--- config.mk ---
export PLATFORM = sky130hd
export DESIGN_NAME = wdog_timer
export DESIGN_NICKNAME = d
export VERILOG_FILES = /design/src/rtl/wdog_pkg.sv /design/src/rtl/wdog_regs.sv /design/src/rtl/wdog_prescale.sv /design/src/rtl/wdog_counter.sv /design/src/rtl/wdog_rst_gen.sv /design/src/rtl/wdog_timer.sv
export SDC_FILE = /design/constraint.sdc
export NUM_CORES = 1
export LEC_CHECK = 0
export ABC_AREA = 1
export BUFFER_PORTS_ARGS = -buffer_cell sky130_fd_sc_hd__buf_2
export CAP_MARGIN = 20
export CORE_MARGIN = 4
export CORE_UTILIZATION = 60
export DETAILED_ROUTE_END_ITERATION = 8
export PLACE_DENSITY = 0.9
export SYNTH_ARGS = -nofsm -noshare
export SYNTH_HDL_FRONTEND = slang
export SYNTH_SLANG_ARGS = --single-unit
--- constraint.sdc ---
create_clock -name clk_i -period 2.09 [get_ports clk_i]
set_clock_uncertainty 0.15 [all_clocks]
set_input_delay 0.1045 -clock clk_i [delete_from_list [all_inputs] [get_ports clk_i]]
set_output_delay 0.1045 -clock clk_i [all_outputs]
set_load 0.01 [all_outputs]
--- src/rtl/wdog_pkg.sv ---
package wdog_pkg;
  typedef struct packed {
    logic [1:0] period;
    logic       rst_mode;
    logic       enable;
  } wdog_mode_t;

  localparam wdog_mode_t MODE_DEF = '{period: 2'b00, rst_mode: 1'b0, enable: 1'b1};

  typedef enum logic {
    ADDR_MODE = 1'b0,
    ADDR_CMD  = 1'b1
  } wdog_addr_e;
endpackage

--- src/rtl/wdog_regs.sv ---
module wdog_regs
  import wdog_pkg::*;
#(
  parameter int          DATA_W   = 8,
  parameter logic [7:0]  CLR_CODE = 8'h4E
) (
  input  logic              clk_i,
  input  logic              rst_ni,
  input  logic              wr_en_i,
  input  logic              wr_addr_i,
  input  logic [DATA_W-1:0] wr_data_i,
  input  logic              hold_i,
  output wdog_mode_t        mode_o,
  output logic              clear_o
);
  wdog_mode_t mode_q;
  logic       wr_mode, wr_cmd;

  assign wr_mode = wr_en_i && (wr_addr_i == ADDR_MODE);
  assign wr_cmd  = wr_en_i && (wr_addr_i == ADDR_CMD);

  always_ff @(posedge clk_i or negedge rst_ni) begin
    if (!rst_ni)      mode_q <= MODE_DEF;
    else if (hold_i)  mode_q <= MODE_DEF;
    else if (wr_mode) mode_q <= wdog_mode_t'(wr_data_i[3:0]);
  end

  // only the exact code restarts the chain
  assign clear_o = wr_cmd && !hold_i && (wr_data_i == DATA_W'(CLR_CODE));
  assign mode_o  = mode_q;
endmodule

--- src/rtl/wdog_prescale.sv ---
module wdog_prescale (
  input  logic clk_i,
  input  logic rst_ni,
  input  logic restart_i,
  input  logic cnt_en_i,
  output logic tick_o
);
  logic tog_q;

  always_ff @(posedge clk_i or negedge rst_ni) begin
    if (!rst_ni)        tog_q <= 1'b0;
    else if (restart_i) tog_q <= 1'b0;
    else if (cnt_en_i)  tog_q <= ~tog_q;
  end

  assign tick_o = cnt_en_i && tog_q && !restart_i;
endmodule

--- src/rtl/wdog_counter.sv ---
module wdog_counter #(
  parameter int CNT_W    = 22,
  parameter int TAP0     = 15,
  parameter int TAP_STEP = 2
) (
  input  logic       clk_i,
  input  logic       rst_ni,
  input  logic       restart_i,
  input  logic       tick_i,
  input  logic [1:0] period_i,
  output logic       ovf_o
);
  localparam int SEL_N = 4;

  logic [CNT_W-1:0] cnt_q;
  logic [CNT_W-1:0] lim_a [SEL_N];
  logic [CNT_W-1:0] lim;

  for (genvar g = 0; g < SEL_N; g++) begin : g_tap
    localparam int TAP = TAP0 + TAP_STEP * g;
    assign lim_a[g] = {CNT_W{1'b1}} >> (CNT_W - TAP);
  end

  assign lim   = lim_a[period_i];
  // >= so a shortened period cannot run on to a full wrap
  assign ovf_o = tick_i && (cnt_q >= lim);

  always_ff @(posedge clk_i or negedge rst_ni) begin
    if (!rst_ni)        cnt_q <= '0;
    else if (restart_i) cnt_q <= '0;
    else if (ovf_o)     cnt_q <= '0;
    else if (tick_i)    cnt_q <= cnt_q + 1'b1;
  end
endmodule

--- src/rtl/wdog_rst_gen.sv ---
module wdog_rst_gen #(
  parameter int RST_LEN = 24
) (
  input  logic clk_i,
  input  logic rst_ni,
  input  logic fire_i,
  output logic active_o
);
  localparam int RW = $clog2(RST_LEN + 1);

  logic [RW-1:0] left_q;

  always_ff @(posedge clk_i or negedge rst_ni) begin
    if (!rst_ni)             left_q <= '0;
    else if (fire_i)         left_q <= RW'(RST_LEN);
    else if (left_q != '0)   left_q <= left_q - 1'b1;
  end

  assign active_o = (left_q != '0);
endmodule

--- src/rtl/wdog_timer.sv ---
module wdog_timer
  import wdog_pkg::*;
#(
  parameter int         CNT_W    = 22,
  parameter int         TAP0     = 15,
  parameter int         TAP_STEP = 2,
  parameter int         RST_LEN  = 24,
  parameter int         DATA_W   = 8,
  parameter logic [7:0] CLR_CODE = 8'h4E
) (
  input  logic              clk_i,
  input  logic              rst_ni,
  input  logic              cnt_en_i,
  input  logic              wr_en_i,
  input  logic              wr_addr_i,
  input  logic [DATA_W-1:0] wr_data_i,
  output logic              irq_o,
  output logic              wdt_rst_o
);
  wdog_mode_t mode_q;
  logic clear, restart, tick, ovf, rst_act, irq_q;

  wdog_regs #(.DATA_W(DATA_W), .CLR_CODE(CLR_CODE)) u_regs (
    .clk_i, .rst_ni, .wr_en_i, .wr_addr_i, .wr_data_i,
    .hold_i(rst_act), .mode_o(mode_q), .clear_o(clear)
  );

  assign restart = clear || !mode_q.enable || rst_act;

  wdog_prescale u_pre (
    .clk_i, .rst_ni, .restart_i(restart), .cnt_en_i, .tick_o(tick)
  );

  wdog_counter #(.CNT_W(CNT_W), .TAP0(TAP0), .TAP_STEP(TAP_STEP)) u_cnt (
    .clk_i, .rst_ni, .restart_i(restart), .tick_i(tick),
    .period_i(mode_q.period), .ovf_o(ovf)
  );

  wdog_rst_gen #(.RST_LEN(RST_LEN)) u_rst (
    .clk_i, .rst_ni, .fire_i(ovf && mode_q.rst_mode), .active_o(rst_act)
  );

  always_ff @(posedge clk_i or negedge rst_ni) begin
    if (!rst_ni) irq_q <= 1'b0;
    else         irq_q <= ovf && !mode_q.rst_mode;
  end

  assign irq_o     = irq_q;
  assign wdt_rst_o = rst_act;
endmodule

==> impl_metrics.tcl, run 1 <==
set metrics [dict create \
    stdcell_area_sq_mm 0.00279 \
    num_rows 22 \
    cts_root_buffer "clkbuf_8" \
    fmax_ghz 0.494 \
    min_from "wr_addr_i" \
    totalWireLength_mm 5.71 \
    critPathTopFamily "simple AND/OR/NAND/NOR gates" \
    worst_pin_slew_ps 714 \
    critical_path.startpoint "u_regs.mode_o[3]$_DFFE_PN0P_" \
    ys_ff_latch 33 \
    ff2ff_path_depth 11 \
    finalSetupViolations 0 \
    grt_pass1_wl_mm 9.03 \
    slew-limit-headroom_pct 52.4 \
    cts_buffers 5 \
    coreArea_sq_mm 0.00374 \
    cts-htree-levels 2 \
    dr.pass1.iters 8 \
    swShare_pct 24.6 \
    crit_type "reg -> reg" \
    cp-end-kind "flip-flop" \
    cts_tree "done" \
    report.final.slew_viol_count 0 \
    fillerInstances 247 \
    grt_setup_unrepaired "no" \
    synth_cells 300 \
    yosysSeqAreaShare_pct 34.8 \
    period_share_pct 96.9 \
    slowest_delay_ps 440 \
    peakVddDrop_uv 562 \
    vias 2161 \
    clockBufferDepth 2 \
    min_path_type "in -> reg" \
    port_buffers 14 \
    cp.required_ps 2130 \
    post_drt_wl_per_cell_um 14.9 \
    drive_above_1_share_pct 28.7 \
    syn_area_sq_mm 0.00237 \
    placed_cell_area_sq_mm 0.00249 \
    clk_pin_slew_ps 70 \
    synth_fp_nets 320 \
    report.power.total_w 0.00147 \
    final.min_clock_period_ps 2030 \
    p_seq_share_pct 45.7 \
    power_frac_comb_pct 11.7 \
    vias_per_cell 5.64 \
    grt_pass1_vias 2037 \
    cp.arrival_ps 2060 \
    p_switching_w 0.000362 \
    ant_nets 0 \
    hpwl_mm 3.49 \
    synthToLayoutAreaGrowth_pct 17.3 \
    track_usage_pct 23.0 \
    initial_core_util_pct 63.4 \
    rrSetupSlack_ps 60 \
    numClockSinks 33 \
    grt_max_degree 34 \
    endpoint "u_cnt.cnt_q[5]$_DFFE_PN0P_" \
    antennaDiodeCount 0 \
    cp_num_buf_inv 2 \
    worstPathMaxFanout 11 \
    r2r_end "u_cnt.cnt_q[5]$_DFFE_PN0P_" \
    utilization_pct 74.4 \
    outcome "finished, final reports clean" \
    nNetsFinal 354 \
    clock_latency_ps 300 \
    critPathLaunchType "flip-flop" \
    die_h_um 70.9 \
    first_iter_violations 125 \
    crit_slowest_cell "dfrtp_2" \
    r2r_start "u_regs.mode_o[3]$_DFFE_PN0P_" \
    p_int_w 0.00111 \
    antenna_found_initial 0 \
    min_delay_path_depth 3 \
    pin_count 15 \
    die_area_sq_mm 0.00503 \
    ys_types 30 \
    cp.depth 11 \
    grt_overflow_total 0 \
    crit_chain "nand2_4, ha_4, nand2_4, or2_2, nand2_1, inv_1, nand2_2, nor2_4, buf_12, nand3_1, nand2_1" \
    pwr-share-clk_pct 42.6 \
    yosysWarnings 0 \
    hold_violations 0 \
    drc 0 \
    die_x_um 70.9 \
    drv_cap 0 \
    gp_congestion 0.913 \
    avgSynthCellArea_sq_um 7.92 \
    p_per_area_mw_per_mm2 529 \
    p_leak_nw 1.39 \
]
power groups by stage:
| stage | Clock [W] | Combinational [W] | Sequential (W) |
|---|---|---|---|
| 6_report | 0.000628 | 0.000172 | 0.000673 |
| 2_1_floorplan | 0 | 0.0000885 | 0.000678 |
| 5_1_grt | 0.000673 | 0.000189 | 0.000674 |
| 3_5_place_dp | 0 | 0.000130 | 0.000678 |
| 3_3_place_gp | 0 | 0.000126 | 0.000678 |
| 4_1_cts | 0.000638 | 0.000143 | 0.000667 |
cell families (layout without fill, tap and decap cells):
logic type      after synthesis  after routing  share of synthesized area [%]
simple gates                184            185                           41.4
buf+inv                      40             74                           9.27
flops                        33             33                           34.8
compound gates               19             19                           4.58
xor+xnor                     17             17                           6.27
fa+ha+maj                     7              7                           3.69
metrics by stage:
stage / TNS (ps) / std cells / hold WS [ps] / worst slack, ps
2_1_floorplan: 0 / 300 / -341 / 272
3_3_place_gp: -581 / 365 / 46.2 / -38.8
3_5_place_dp: -1860 / 365 / 52.2 / -117
4_1_cts: 0 / 381 / 45.6 / 78.6
5_1_grt: 0 / 383 / 124 / 1.58
6_report: 0 / 383 / 80.7 / 64.5
registers in the layout (all words and copies together) (netlist names):
signal         count
irq_o              1
u_cnt.cnt_q       22
u_pre.tog_q        1
u_regs.mode_o      4
u_rst.left_q       5
cell usage in the layout (no fill, tap or decap), drive strengths merged, types with 2 or more instances in the layout:
master and n:
a21oi 9, dlygate4sd3 7, dfrtp 32, nand2 101, nand3b 2, buf 26
o21ai 9, ha 7, nand4 4, clkbuf 7, xnor2 4, nand3 39
xor2 13, nor3 4, nor2 32, inv 32
synthesized netlist by cell type:
| cell | count | area, sq um |
|---|---|---|
| nor2_1 | 24 | 90.1 |
| nor2_8 | 1 | 20.0 |
| buf_12 | 2 | 40.0 |
| nor2_4 | 2 | 22.5 |
| nand4_1 | 4 | 25.0 |
| nand3_4 | 1 | 17.5 |
| o21a_1 | 1 | 7.51 |
| inv_1 | 31 | 116 |
| a21oi_1 | 8 | 40.0 |
| clkinv_2 | 1 | 5.00 |
| buf_2 | 1 | 5.00 |
| buf_6 | 4 | 45.0 |
| nand3_1 | 15 | 75.1 |
| o21ai_0 | 9 | 45.0 |
| nand2_2 | 17 | 106 |
| nor4_1 | 1 | 6.26 |
| nand3b_1 | 2 | 15.0 |
| xor2_1 | 13 | 114 |
| nand3_2 | 23 | 230 |
| nand2_1 | 84 | 315 |
| a21oi_4 | 1 | 16.3 |
| ha_1 | 7 | 87.6 |
| xnor2_1 | 4 | 35.0 |
| nor3b_1 | 1 | 7.51 |
| nor2_2 | 4 | 25.0 |
| or2_2 | 1 | 6.26 |
| dfrtp_1 | 32 | 801 |
| dfstp_2 | 1 | 26.3 |
| nor3_1 | 4 | 20.0 |
| clkinv_4 | 1 | 8.76 |
cell type report:
cell class | instances | area (sq um) | area share, %
Clock inverter | 1 | 30.0 | 1.08
Timing Repair Buffer | 33 | 255 | 9.16
Multi-Input combinational cell | 228 | 1390 | 50.0
Tap cell | 48 | 60.1 | 2.16
Sequential cell | 33 | 828 | 29.7
Inverter | 33 | 131 | 4.72
Clock buffer | 7 | 86.3 | 3.10
layer usage:
layer / routed length, um / global-route usage [%] / part of all wire [%]
met5: 0 / 0 / 0
met4: 240 / 12.1 / 4.2
met3: 366 / 6.11 / 6.4
met2: 2810 / 36.5 / 49
met1: 2290 / 28.7 / 40
how the worst min path moves through the flow:
stage               slack [ps]                           end
floorplan                 -340               irq_o$_DFF_PN0_
detailed placement          50    u_cnt.cnt_q[4]$_DFFE_PN0P_
CTS                         50  u_regs.mode_o[2]$_DFFE_PN0P_
global placement            50    u_cnt.cnt_q[4]$_DFFE_PN0P_
global route               120  u_regs.mode_o[2]$_DFFE_PN0P_
finish                      80  u_regs.mode_o[2]$_DFFE_PN0P_
what timing repair did:
| item | in CTS | in global routing |
|---|---|---|
| buffers inserted | 0 | 2 |
| gates resized for setup | 1 | 14 |
| pin swaps | 1 | 5 |
| hold buffers | 7 | 0 |
| gates cloned | 1 | 0 |
| endpoints found under the setup margin | 22 | 26 |
| hold endpoints to repair | 37 | 0 |
worst reg2reg max path: stages, from the launching register on:
cell     delay (ps)
dfrtp_2         440
nand2_4          90
ha_4            290
nand2_4          60
or2_2           290
nand2_1          80
inv_1            50
nand2_2         130
nor2_4           70
buf_12          150
nand3_1          60
nand2_1          60
Note: power is estimated with default switching activity, not from simulation.
==> inputs of run 2 (changes only) <==
--- a/config.mk
+++ b/config.mk
@@ -8,10 +8,13 @@
 export ABC_AREA = 1
 export BUFFER_PORTS_ARGS = -buffer_cell sky130_fd_sc_hd__buf_2
 export CAP_MARGIN = 20
+export CELL_PAD_IN_SITES_DETAIL_PLACEMENT = 1
+export CELL_PAD_IN_SITES_GLOBAL_PLACEMENT = 2
 export CORE_MARGIN = 4
-export CORE_UTILIZATION = 60
+export CORE_UTILIZATION = 38
+export CTS_BUF_LIST = sky130_fd_sc_hd__clkbuf_8
 export DETAILED_ROUTE_END_ITERATION = 8
-export PLACE_DENSITY = 0.9
+export PLACE_DENSITY = 0.94
 export SYNTH_ARGS = -nofsm -noshare
 export SYNTH_HDL_FRONTEND = slang
 export SYNTH_SLANG_ARGS = --single-unit
==> impl_metrics.tcl, run 2 (synthesized netlist as in run 1, its figures left out) <==
set metrics [dict create \
    outcome "finished, final reports clean" \
    power_frac_comb_pct 14.9 \
    fmax_ghz 0.492 \
    initial_core_util_pct 39.6 \
    cts-htree-levels 2 \
    p_int_w 0.000959 \
    stdcell_area_sq_mm 0.00290 \
    slowest_delay_ps 400 \
    totalWireLength_mm 6.74 \
    die_x_um 87.1 \
    worstPathMaxFanout 8 \
    grt_pass1_wl_mm 10.7 \
    critPathTopFamily "simple AND/OR/NAND/NOR gates" \
    post_drt_wl_per_cell_um 16.2 \
    largest_register_ffs 22 \
    final.min_clock_period_ps 2030 \
    drc 0 \
    min_path_type "in -> reg" \
    clk_pin_slew_ps 70 \
    track_usage_pct 18.1 \
    grt_max_degree 34 \
    hold_violations 0 \
    p_per_area_mw_per_mm2 458 \
    cp_num_buf_inv 2 \
    swShare_pct 27.7 \
    cts_buffers 5 \
    gp_congestion 0.779 \
    cp.arrival_ps 2060 \
    vias_per_cell 5.10 \
    first_iter_violations 115 \
    numClockSinks 33 \
    p_seq_share_pct 50.4 \
    cts_tree "done" \
    r2r_start "u_regs.mode_o[3]$_DFFE_PN0P_" \
    die_area_sq_mm 0.00758 \
    p_leak_nw 1.42 \
    ant_nets 0 \
    crit_slowest_cell "dfrtp_1" \
    p_switching_w 0.000368 \
    report.power.total_w 0.00133 \
    crit_type "reg -> reg" \
    pin_count 15 \
    clockBufferDepth 2 \
    drv_cap 0 \
    antennaDiodeCount 0 \
    grt_overflow_total 0 \
    min_from "wr_addr_i" \
    slew-limit-headroom_pct 48.8 \
    placed_cell_area_sq_mm 0.00258 \
    peakVddDrop_uv 284 \
    dr.pass1.iters 4 \
    cts_root_buffer "clkbuf_8" \
    layout_commonest_cell "nand2_1" \
    period_share_pct 97.2 \
    critical_path.startpoint "u_regs.mode_o[3]$_DFFE_PN0P_" \
    port_buffers 14 \
    grt_pass1_vias 2235 \
    cp-end-kind "flip-flop" \
    worst_pin_slew_ps 768 \
    grt_setup_unrepaired "yes" \
    synthToLayoutAreaGrowth_pct 22.0 \
    antenna_found_initial 0 \
    clock_latency_ps 290 \
    finalSetupViolations 0 \
    num_rows 28 \
    vias 2121 \
    crit_chain "nand2_2, ha_4, nand2_4, nor2_4, o21ai_1, nor2_1, nand3_2, inv_4, nor2_4, buf_12, nand3_2, nand2_2" \
    drive_above_1_share_pct 30.5 \
    hpwl_mm 4.39 \
    pwr-share-clk_pct 34.7 \
    nNetsFinal 360 \
    report.final.slew_viol_count 0 \
    top_register "u_cnt.cnt_q" \
    coreArea_sq_mm 0.00599 \
    cp.required_ps 2120 \
    die_h_um 87.1 \
    critPathLaunchType "flip-flop" \
    final_cell_mix "nand2_1 (78), inv_1 (34), dfrtp_1 (32), nand3_2 (24), nor2_1 (23)" \
]
==> run 2: changes by cell type in the layout (fill, tap and decap cells not counted), sizes merged <==
cell	before	now
buf	26	32
inv	32	35
clkbuf	7	5
bufinv	1	0
==> run 2: final timing paths <==
| path | to | slack (ps) | cells past startpoint |
|---|---|---|---|
| max | u_cnt.cnt_q[3]$_DFFE_PN0P_ | 60 | 12 |
| min | u_regs.mode_o[3]$_DFFE_PN0P_ | 100 | 3 |
| max reg2reg | u_cnt.cnt_q[3]$_DFFE_PN0P_ | 60 | 12 |
| min reg2reg | irq_o$_DFF_PN0_ | 330 | 1 |
| max in group asynchronous | u_cnt.cnt_q[14]$_DFFE_PN0P_ | 1020 | 2 |
| min in group asynchronous | u_cnt.cnt_q[7]$_DFFE_PN0P_ | 270 | 2 |
==> run 2: area by class of cell <==
type                       instances  area [sq um]
inverter                          33           131
clock inverter                     3          11.3
tap                               75          93.8
timing repair buffer              39           325
sequential                        33           827
multi-input combinational        228          1440
fill                             740          3090
clock buffer                       5          68.8
==> run 2: repair_timing <==
item / CTS / global route
setup buffers: 2 / 2
hold buffers: 7 / 0
gates cloned: 1 / 0
endpoints found under the setup margin: 22 / 26
pin swaps: 1 / 10
gates resized for setup: 1 / 20
hold endpoints to repair: 37 / 0
==> run 2: worst reg2reg max path, stage by stage (launching register included) <==
cell,delay [ps]
dfrtp_1,400
nand2_2,120
ha_4,300
nand2_4,60
nor2_4,130
o21ai_1,80
nor2_1,150
nand3_2,120
inv_4,110
nor2_4,50
buf_12,140
nand3_2,70
nand2_2,50
==> run 2: metrics by stage <==
| stage | std cells | setup TNS [ps] | hold slack [ps] | setup WS, ps | util [%] |
|---|---|---|---|---|---|
| after floorplan | 300 | 0 | -341 | 272 | - |
| after global placement | 396 | -1710 | 66.4 | -92.9 | 43.0 |
| after detailed placement | 396 | -3980 | 76.9 | -213 | 43.0 |
| after CTS | 414 | 0 | 53.3 | 0.887 | 46.2 |
| after global routing | 416 | -523 | 98.3 | -38.1 | 48.4 |
| final | 416 | 0 | 98.5 | 58.7 | 48.4 |
==> run 2: layer usage <==
metal | GRT usage [%] | routed length, um | share of wire, % | up-vias
met4 | 4.96 | 94 | 1.4 | 0
li1 | - | - | - | 1037
met3 | 3.12 | 164 | 2.4 | 8
met2 | 31.6 | 3450 | 51 | 27
met1 | 23.0 | 3040 | 45 | 1049
met5 | 0 | 0 | 0 | -
==> run 2: power by group through the flow <==
stage / Clock (W) / Sequential (W) / Combinational (W)
after global routing: 0.000519 / 0.000669 / 0.000216
after global placement: 0 / 0.000678 / 0.000146
after detailed placement: 0 / 0.000679 / 0.000152
after floorplan: 0 / 0.000678 / 0.0000885
after CTS: 0.000477 / 0.000666 / 0.000165
final: 0.000460 / 0.000668 / 0.000198
==> inputs of run 3 (changes only) <==
--- a/config.mk
+++ b/config.mk
@@ -11,10 +11,11 @@
 export CELL_PAD_IN_SITES_DETAIL_PLACEMENT = 1
 export CELL_PAD_IN_SITES_GLOBAL_PLACEMENT = 2
 export CORE_MARGIN = 4
-export CORE_UTILIZATION = 38
+export CORE_UTILIZATION = 35
 export CTS_BUF_LIST = sky130_fd_sc_hd__clkbuf_8
 export DETAILED_ROUTE_END_ITERATION = 8
-export PLACE_DENSITY = 0.94
+export PLACE_DENSITY = 0.93
 export SYNTH_ARGS = -nofsm -noshare
 export SYNTH_HDL_FRONTEND = slang
+export SYNTH_HIERARCHICAL = 1
 export SYNTH_SLANG_ARGS = --single-unit
==> impl_metrics.tcl, run 3 <==
set metrics [dict create \
    pin_count 15 \
    top_register "u_cnt/cnt_q" \
    cts_tree "done" \
    layout_commonest_cell "nand2_1" \
    crit_type "reg -> reg" \
    critPathLaunchType "flip-flop" \
    finalSetupViolations 12 \
    drv_cap 0 \
    yosysSeqAreaShare_pct 35.9 \
    vias_per_cell 4.91 \
    synth_fp_nets 368 \
    rrSetupSlack_ps -30 \
    clock_latency_ps 280 \
    critPathTopFamily "simple AND/OR/NAND/NOR gates" \
    gp_congestion 0.793 \
    crit_chain "nand2_2, ha_4, nand2_2, nor2_2, nand3_1, nor2_1, nand3_2, nand2_2, nand2_4, inv_2, nand2_2, inv_2, inv_4, nand4_1, nand2_1" \
    period_share_pct 102 \
    port_buffers 14 \
    initial_core_util_pct 36.1 \
    largest_register_ffs 22 \
    ys_ff_latch 33 \
    antennaDiodeCount 0 \
    synth_edf_count 0 \
    num_rows 29 \
    grt_pass1_vias 2438 \
    yosys-top-cells-count "nand2_1 (137), nor2_1 (56), dfrtp_1 (32)" \
    totalWireLength_mm 6.94 \
    fillerInstances 818 \
    min_path_type "in -> reg" \
    synth_most_common_cell "nand2_1" \
    die_h_um 89.1 \
    violations "setup timing" \
    cts-htree-levels 2 \
    ant_nets 0 \
    setup_ws_ps -32.1 \
    cp_num_buf_inv 3 \
    report.final.slew_viol_count 0 \
    cp-end-kind "flip-flop" \
    numClockSinks 33 \
    syn_area_sq_mm 0.00230 \
    synthToLayoutAreaGrowth_pct 36.0 \
    synth_cells 349 \
    grt_overflow_total 0 \
    post-place-cells 454 \
    yosysWarnings 6 \
    path_common_cell "nand2_2" \
    min_from "wr_addr_i" \
    worstPathMaxFanout 6 \
    outcome "complete, but fails checks" \
    drc 0 \
    netlist_top_cells_area "dfrtp_1 (35%), nand2_1 (22%), nor2_1 (9.1%), inv_1 (4.9%), nand3_1 (4.1%)" \
    grt_setup_unrepaired "yes" \
    avgSynthCellArea_sq_um 6.60 \
    crit_slowest_cell "dfrtp_1" \
    final.min_clock_period_ps 2120 \
    final_cell_mix "nand2_1 (125), nor2_1 (40), dfrtp_1 (32), buf_4 (22)" \
    hold_slack_ps 32.8 \
    yosysTopAreaCell "dfrtp_1" \
    cts_buffers 5 \
    final.setup.tns_ps -141 \
    die_area_sq_mm 0.00794 \
    worst_pin_slew_ps 797 \
    first_iter_violations 92 \
    hold_violations 0 \
    peakVddDrop_uv 260 \
    p_per_area_mw_per_mm2 463 \
    ys.flop_type "dfrtp_1" \
    slowest_delay_ps 410 \
    p_leak_nw 1.43 \
    drive_above_1_share_pct 33.3 \
    die_x_um 89.1 \
    cp.arrival_ps 2150 \
    grt_pass1_wl_mm 11.3 \
    cp.required_ps 2120 \
    nNetsFinal 423 \
    coreArea_sq_mm 0.00639 \
    hpwl_mm 4.87 \
    async_flop_share_pct 100 \
    r2r_start "u_regs/mode_o[3]$_DFFE_PN0P_" \
    grt_max_degree 34 \
    critical_path.startpoint "u_regs/mode_o[3]$_DFFE_PN0P_" \
    synth_top_cell_area_share_pct 34.8 \
    ys_types 28 \
    track_usage_pct 18.2 \
    post_layout_nonfiller_instances 482 \
    clockBufferDepth 2 \
    cts_root_buffer "clkbuf_8" \
    fmax_ghz 0.471 \
    dr.pass1.iters 4 \
    antenna_found_initial 0 \
    clk_pin_slew_ps 80 \
    post_drt_wl_per_cell_um 14.4 \
    vias 2367 \
    slew-limit-headroom_pct 46.9 \
]
-- run 3: changes by cell type after synthesis, sizes merged, moves of 3 or more --
cell and change:
nand2 +49, nor2 +34, nand3 -16, xor2 -9
buf -3
-- run 3: cells by family (layout without fill, tap and decap cells) --
logic type	count (synthesis)	count (layout)	share of synthesized area (%)
xor+xnor	7	7	2.66
flops	33	33	35.9
compound gates	18	18	4.24
fa+ha+maj	6	6	3.26
simple gates	246	246	46.6
buf+inv	39	95	7.34
-- run 3: path summary, 6_finish.rpt --
check,endpoint,depth (start not counted)
setup / recovery,u_rst/left_q[0]$_DFFE_PN0P_,15
hold / removal,u_regs/mode_o[0]$_DFFE_PN1P_,5
setup reg to reg,u_rst/left_q[0]$_DFFE_PN0P_,15
hold reg to reg,irq_o$_DFF_PN0_,1
max in group asynchronous,u_cnt/cnt_q[16]$_DFFE_PN0P_,2
min in group asynchronous,u_cnt/cnt_q[4]$_DFFE_PN0P_,2
-- run 3: stage by stage --
step / utilization (%) / instance area, sq um / setup slack (ps) / power (W)
after floorplan: - / 2360 / 15.9 / 0.000757
after global placement: 41.1 / 2620 / -49.0 / 0.000826
after detailed placement: 41.1 / 2620 / -103 / 0.000834
after CTS: 45.4 / 2900 / -23.7 / 0.00143
after global routing: 49.0 / 3130 / -164 / 0.00152
final: 49.0 / 3130 / -32.1 / 0.00145
-- run 3: final cells by class --
cell class,count,area [sq um],area share (%)
multi-input cells,277,1530,48.8
well taps,77,96.3,3.08
clock inverters,1,5.00,0.160
inverters,33,131,4.19
flip-flops and latches,33,827,26.4
clock buffers,7,96.3,3.08
repair buffers,54,447,14.3
-- run 3: tightest hold or removal path: cells and delay by family --
kind	cells	cell delay [ps]
AND/OR/NAND/NOR	2	110
buffers and inverters	2	170
AO/OA/AOI/OAI	1	70
-- run 3: where the power goes --
group | switching (W) | internal [W] | leakage, nW
combinational | 0.000123 | 0.000106 | 0.922
clock | 0.000258 | 0.000298 | 0.0542
sequential | 0.0000125 | 0.000653 | 0.452
-- run 3: repair_timing --
action,in CTS,in global routing
endpoints found under the setup margin,23,27
cloned,0,1
gates resized for setup,23,48
buffers inserted,7,6
hold buffers,6,0
endpoints found under the hold margin,37,0
pin swaps,15,19
-- run 3: routing by layer --
| metal | global-route usage, % | part of all wire (%) | vias to the layer above |
|---|---|---|---|
| met2 | 34.3 | 53 | 37 |
| met3 | 2.76 | 3.4 | 4 |
| met1 | 22.1 | 44 | 1136 |
| met5 | 0 | 0 | - |
| li1 | - | - | 1190 |
| met4 | 2.84 | 0.39 | 0 |
